File: config.mk
export PLATFORM = sky130hd
export DESIGN_NAME = trap_entry_unit
export DESIGN_NICKNAME = d
export VERILOG_FILES = /design/src/rtl/trap_entry_unit.sv
export SDC_FILE = /design/constraint.sdc
export NUM_CORES = 1
export LEC_CHECK = 0
export ABC_AREA = 1
export BUFFER_PORTS_ARGS = -buffer_cell sky130_fd_sc_hd__buf_2
export CAP_MARGIN = 10
export CORE_AREA = 5 5 170 172
export DETAILED_ROUTE_END_ITERATION = 6
export DIE_AREA = 0 0 175 177
export SLEW_MARGIN = 20
export SYNTH_ARGS = -nofsm -noshare
export SYNTH_HDL_FRONTEND = slang
export SYNTH_SLANG_ARGS = --single-unit
File: constraint.sdc
create_clock -name clk -period 4.4 [get_ports clk]
set_clock_uncertainty 0.05 [all_clocks]
set_input_delay 0.22 -clock clk [delete_from_list [all_inputs] [get_ports clk]]
set_output_delay 0.22 -clock clk [all_outputs]
set_load 0.1 [all_outputs]
File: src/rtl/trap_entry_unit.sv
module trap_entry_unit #(
  parameter int XLEN = 32,
  parameter int unsigned DBG_ENTRY = 32'h0000_0800,
  parameter int unsigned DBG_TRAP  = 32'h0000_0808
) (
  input  logic            clk,
  input  logic            rst_n,
  input  logic [XLEN-1:0] irq_pending,
  input  logic [1:0]      priv,
  input  logic [3:0]      ie_lvl,
  input  logic [XLEN-1:0] mideleg,
  input  logic [XLEN-1:0] medeleg,
  input  logic [3:0]      ebrk_en,
  input  logic [2:0]      dbg_active_code,
  input  logic [XLEN-1:0] mtvec,
  input  logic [XLEN-1:0] stvec,
  input  logic            trap_valid,
  input  logic [XLEN-1:0] trap_cause,
  input  logic [XLEN-1:0] trap_epc,
  input  logic            trap_has_tval,
  input  logic [XLEN-1:0] trap_tval,
  output logic            irq_req,
  output logic [XLEN-1:0] irq_cause,
  output logic            upd_valid,
  output logic [XLEN-1:0] nxt_pc,
  output logic            m_wr,
  output logic            s_wr,
  output logic            dbg_wr,
  output logic            tval_wr,
  output logic [XLEN-1:0] out_cause,
  output logic [XLEN-1:0] out_epc,
  output logic [XLEN-1:0] out_tval,
  output logic            out_pie,
  output logic [1:0]      out_pp,
  output logic [1:0]      priv_new,
  output logic [2:0]      dbg_code,
  output logic            resv_clr,
  output logic            tlb_flush
);
  localparam int IW = $clog2(XLEN);
  localparam logic [XLEN-1:0] DBG_ENTRY_V = XLEN'(DBG_ENTRY);
  localparam logic [XLEN-1:0] DBG_TRAP_V  = XLEN'(DBG_TRAP);
  localparam logic [2:0] SWBP_CODE = 3'd1;

  logic [1:0] lvl;
  assign lvl = (priv == 2'd2) ? 2'd0 : priv;

  logic en_m, en_s;
  assign en_m = (lvl != 2'd3) | ie_lvl[3];
  assign en_s = (lvl == 2'd0) | ((lvl == 2'd1) & ie_lvl[1]);

  logic [XLEN-1:0] irq_en;
  assign irq_en = irq_pending & ((~mideleg & {XLEN{en_m}}) | (mideleg & {XLEN{en_s}}));

  logic [IW-1:0] irq_idx;
  always_comb begin
    irq_idx = '0;
    for (int i = XLEN-1; i >= 0; i--)
      if (irq_en[i]) irq_idx = IW'(i);
  end

  assign irq_req   = |irq_en;
  assign irq_cause = {1'b1, {(XLEN-1-IW){1'b0}}, irq_idx};

  logic is_irq, idx_ok, dbit, to_s, is_bp, redirect, normal;
  logic [XLEN-1:0] dsel;
  assign is_irq   = trap_cause[XLEN-1];
  assign idx_ok   = trap_cause[XLEN-2:IW] == '0;
  assign dsel     = is_irq ? mideleg : medeleg;
  assign dbit     = dsel[trap_cause[IW-1:0]];
  assign to_s     = !lvl[1] && idx_ok && dbit;
  assign is_bp    = (trap_cause == XLEN'(3)) && ebrk_en[lvl];
  assign redirect = !is_bp && (dbg_active_code != 3'd0);
  assign normal   = !is_bp && !redirect;

  always_ff @(posedge clk) begin
    if (!rst_n) begin
      upd_valid <= 1'b0;
      m_wr      <= 1'b0;
      s_wr      <= 1'b0;
      dbg_wr    <= 1'b0;
      tval_wr   <= 1'b0;
      resv_clr  <= 1'b0;
      tlb_flush <= 1'b0;
      nxt_pc    <= '0;
      out_cause <= '0;
      out_epc   <= '0;
      out_tval  <= '0;
      out_pie   <= 1'b0;
      out_pp    <= 2'd0;
      priv_new  <= 2'd3;
      dbg_code  <= 3'd0;
    end else begin
      upd_valid <= trap_valid;
      m_wr      <= trap_valid && normal && !to_s;
      s_wr      <= trap_valid && normal && to_s;
      dbg_wr    <= trap_valid && is_bp;
      tval_wr   <= trap_valid && normal && trap_has_tval;
      resv_clr  <= trap_valid && normal;
      tlb_flush <= trap_valid && !redirect;
      if (trap_valid) begin
        nxt_pc    <= is_bp ? DBG_ENTRY_V : redirect ? DBG_TRAP_V : to_s ? stvec : mtvec;
        priv_new  <= (normal && to_s) ? 2'd1 : 2'd3;
        out_cause <= trap_cause;
        out_epc   <= trap_epc;
        out_tval  <= trap_tval;
        out_pie   <= ie_lvl[lvl];
        out_pp    <= lvl;
        dbg_code  <= is_bp ? SWBP_CODE : 3'd0;
      end
    end
  end
endmodule


Yosys cells after proc, flatten, opt, wreduce, memory -nomap -nowiden
Cells that the tools add are included.
{"block": "totals", "output_inout_bits": 176, "register_bits": 143, "word_cells": 94, "in_bits": 273}
{"block": "op_classes", "n_reduce_logical": 20, "n_mux": 45, "n_lt_le_gt_ge": 2, "n_bitwise": 8, "eq_ne": 4}
{"cell": "$mux W5", "count": 32}
{"cell": "$mux W32", "count": 4}
{"cell": "$and A32 B32 Y32", "count": 3}
{"cell": "$eq A32 B2 Y1 const B", "count": 1}
{"cell": "$not A32 Y32", "count": 1}
{"cell": "$or A32 B32 Y32", "count": 1}
{"cell": "$reduce_or A32 Y1", "count": 1}
{"cell": "$logic_not A26 Y1", "count": 1}
{"cell": "$logic_and A1 B1 Y1", "count": 12}
{"cell": "$lt A5 B6 Y1 const B", "count": 1}
{"cell": "$bmux W1 S5", "count": 1}
{"cell": "$bmux W1 S2", "count": 2}
{"cell": "$logic_not A1 Y1", "count": 4}
{"cell": "$mux W1", "count": 4}
{"cell": "$mux W2", "count": 2}
{"cell": "$lt A2 B3 Y1 const B", "count": 1}
{"cell": "$reduce_bool A3 Y1", "count": 1}
{"cell": "$eq A2 B1 Y1 const B", "count": 1}
{"cell": "$eq A2 B2 Y1 const B", "count": 1}
{"cell": "$logic_not A2 Y1", "count": 1}
{"cell": "$ne A2 B2 Y1 const B", "count": 1}
{"cell": "$or A1 B1 Y1", "count": 2}
{"cell": "$and A1 B1 Y1", "count": 1}

Longest topological paths before layout
{"block": "depth", "depth_word": 40, "depth_mapped": 35, "mapped_depth_nobuf": 35}

Worst setup path before layout
No wires, ideal clock.
{"block": "synth_path", "path_type": "input to output", "startpoint": "input priv[1]", "endpoint": "output irq_cause[2]", "cell_stages": 10, "setup_slack_ns": 0.672, "arrival_time_ns": 3.458, "path_buffers": 1, "required_time_ns": 4.130, "cell_sequence": "inv_1 -> nand2_1 -> nand2_1 -> clkinv_1 -> clkbuf_1 -> nand2_1 -> o211ai_1 -> nand2_1 -> nor2_1 -> a21boi_0"}
{"block": "synth_between", "elab_chain_cells": 40, "elab_cells_between_ends": 44, "cone_classes": "eq/ne: 3; mux: 33; bitwise: 7; reduce/logical: 1"}
{"element": "from (decl)", "line": "9", "rtl": "input logic [1:0] priv,"}
{"element": "$eq A2 B2 Y1", "line": "46", "rtl": "assign lvl = (priv == 2'd2) ? 2'd0 : priv;"}
{"element": "$mux W2 *", "line": "46"}
{"element": "$eq A2 B1 Y1", "line": "50", "rtl": "assign en_s = (lvl == 2'd0) | ((lvl == 2'd1) & ie_lvl[1]);"}
{"element": "$and A1 B1 Y1", "line": "50"}
{"element": "$or A1 B1 Y1", "line": "50"}
{"element": "$and A32 B32 Y32", "line": "53", "rtl": "assign irq_en = irq_pending & ((~mideleg & {XLEN{en_m}}) | (mideleg & {XLEN{en_s}}));"}
{"element": "$or A32 B32 Y32 *", "line": "53"}
{"element": "$and A32 B32 Y32 *", "line": "53"}
{"element": "$mux W5 (31 in a row)", "line": "59", "rtl": "if (irq_en[i]) irq_idx = IW'(i);"}
{"element": "$mux W5 *", "line": "59"}
{"element": "to (decl)", "line": "23", "rtl": "output logic [XLEN-1:0] irq_cause,"}
Every way passes the cells marked *; elsewhere a longest branch is shown, timed or not.

Worst setup path in the final report
{"block": "layout_path", "startpoint": "input priv[1]", "endpoint": "output irq_cause[0]"}
The elaborated chain is that of the path after synthesis.

==> out/qor.yml <==
placement:
  dp_hpwl_um: 19500
  routabilityCongestion: 0.910
  io_buffers: 416
setup_path:
  crit_end: "irq_cause[0]"
  r2r_end: "nxt_pc[13]"
  crit_path_max_incr_delay_ns: 0.44
  startpoint: "priv[1]"
  cp_max_fo: 14
  worstPathArrival_ns: 3.26
  crit_type: "in2out"
  cp-end-kind: "primary output"
  cpMostUsedCell: "nand2_1"
  reg2reg_setup_slack_ns: 3.20
  reg2reg_depth: 3
  start_kind: "input port"
  critPathRequiredTime_ns: 4.13
  slowest_stage: "buf_2"
  rr_startpoint: "nxt_pc[13]"
floorplan:
  floorplan.die_area_sq_um: 31000
  rows: 61
  start_util: 0.229
  io_pins: 449
  core_area_sq_um: 27300
  fp.dieH_um: 177
  die_x_um: 175
synthesis:
  synth_top_area_frac: 0.448
  synth_edf_count: 0
  synth_top_cells_by_count: "nand2_1, dfxtp_1, o21ai_0"
  yosysUniqueCellTypes: 31
  synthXorXnorAreaFrac: 0
  synth.avg_cell_area_sq_um: 7.69
  yosysWarnings: 0
  synth-seq-cells: 140
  async_flop_share: 0
  synth_top_family_by_area: "compound AO/OA/AOI/OAI gates"
  yosys.area_share.simple: 0.203
  synth_adder_area_share: 0
  ys_seq_area_frac: 0.448
  ys.flop_type: "dfxtp_1"
  yosysMostFrequentCell: "nand2_1"
  synth_area_leaders: "dfxtp_1, nand2_1, a22o_1, o21ai_0, o211ai_1"
  synth.area.mux_share: 0
  synthCells: 813
  yosysTopAreaCell: "dfxtp_1"
  synthesis.area_sq_um: 6250
  synth_compound_area_frac: 0.250
routing:
  ant_nets: 0
  routed_wl_um: 27000
  dr_total_vias: 7562
  detail_route.wl_per_cell_um: 16.0
  initialDrtViolationCount: 437
  drc: 0
  via_per_inst: 4.49
  drt_pre_antenna_iters: 5
layout:
  fin_nets: 1597
  syn_to_final_growth_pct: 65.0
  fillCellCount: 2809
  regArea_sq_um: 2800
  multiInputGateArea_sq_um: 2950
  drive_gt1_frac: 0.349
clock_tree:
  clk_path_buf_depth: 2
  clkLatencyLatePin_ns: 0.40
  cts-root-buf: "clkbuf_16"
  tritoncts: "built"
  htreeDepth: 4
  cts_buffers: 17
  cts_num_sinks: 140
  clk_transition_reported_paths_ns: 0.07
  cts_setup_buffers: 0
sta:
  fmax_mhz: 283
  maxSlewHeadroom: 0.450
  fin_setup_tns_ns: 0
  holdWs_ns: 0.0249
  slew_violations: 0
  rsz0062_at_grt: "no"
  worstMarginPinSlew_ns: 0.824
  finalSetupViolations: 0
  hold_violations: 0
  fin_crit_sh: 0.803
  min_period_ns: 3.53
grt:
  grt_pass1_wl_um: 39800
  grt_antenna_before_repair: 1
  first_global_vias: 7375
  grt_max_degree: 132
  grt_use_total: 0.161
  overflow: 0
power:
  p_leak_uw: 0.00520
  pwr_density_cell_nw_per_um2: 386
  ir_worst_vdd_mv: 0.189
  design_power_total_uw: 3980
worst_hold_path:
  hold_start: "mtvec[4]"
  min_path_type: "in2reg"
status:
  status: "complete, no violations"
run:
  cap_violations: 0
## cell type report
type / instances / area share
inverters: 49 / 0.0178
diodes: 1 / 0.000243
repair buffers: 541 / 0.322
multi-input cells: 575 / 0.286
clock inverters: 15 / 0.0186
well taps: 346 / 0.0420
clock buffers: 17 / 0.0413
flip-flops and latches: 140 / 0.272
## cell usage in the layout, fill, tap and decap left out, types with 6 or more instances in the layout
master         instances
buf_2                416
nand2_1              200
dfxtp_1              140
dlygate4sd3_1        115
o21ai_0               87
a22o_1                72
nor2_1                67
inv_1                 46
o211ai_1              35
nand3_1               30
conb_1                30
clkbuf_16             17
a21oi_1               13
o22ai_1               10
buf_4                  9
nor3_1                 6
nand4_1                6
## flip-flops by register name (all words and copies together) (netlist names)
name and flops:
dbg_code 1, out_epc 32, m_wr 1, resv_clr 1
out_pie 1, s_wr 1, out_tval 32, dbg_wr 1
tval_wr 1, priv_new 1, out_cause 32, tlb_flush 1
upd_valid 1, out_pp 2, nxt_pc 32
## what timing repair did
| item | 4_1_cts | 5_1_grt |
|---|---|---|
| hold endpoints to repair | 94 | 0 |
| gates resized for setup | 0 | 0 |
| hold buffers | 115 | 0 |
## cell families after synthesis
kind of cell	count (synthesis)
compound gates	229
simple gates	316
buf+inv	126
flops	140
other cells	2
## layer usage
| layer | wire length (um) | track usage | part of all wire | up-vias |
|---|---|---|---|---|
| met2 | 13500 | 0.275 | 0.50 | 342 |
| met3 | 1860 | 0.0389 | 0.069 | 35 |
| met5 | 0 | 0 | 0 | - |
| met1 | 11200 | 0.203 | 0.41 | 3441 |
| met4 | 501 | 0.0481 | 0.019 | 0 |
| li1 | - | - | - | 3744 |
## worst max-delay path, delay by kind of cell
family | cells | cell delay (ns)
compound gates | 2 | 0.51
simple gates | 29 | 1.93
buf+inv | 3 | 0.62
## metrics by stage
stage | utilization | setup slack, ns | instances | area, sq um
after CTS | 0.377 | 0.854 | 1683 | 10300
after global routing | 0.377 | 0.436 | 1684 | 10300
after global placement | 0.313 | 0.884 | 1536 | 8540
after floorplan | - | 0.672 | 841 | 6350
after detailed placement | 0.313 | 0.897 | 1536 | 8540
final | 0.377 | 0.865 | 1684 | 10300
## worst min path at each step
stage	to	slack [ns]	cells after the start
4_1_cts	nxt_pc[2]	0.001	3
6_report	nxt_pc[4]	0.02	3
3_3_place_gp	nxt_pc[9]	0.37	3
5_1_grt	nxt_pc[6]	0.01	3
3_5_place_dp	nxt_pc[25]	0.37	3
2_1_floorplan	tval_wr	0.28	2
## where the power goes
part	internal [uW]	switching, uW	total (uW)
combinational	273	822	1090
clock	871	662	1530
sequential	1330	30.7	1360
total	2470	1510	3980
Power figures use the tool's default switching activity.
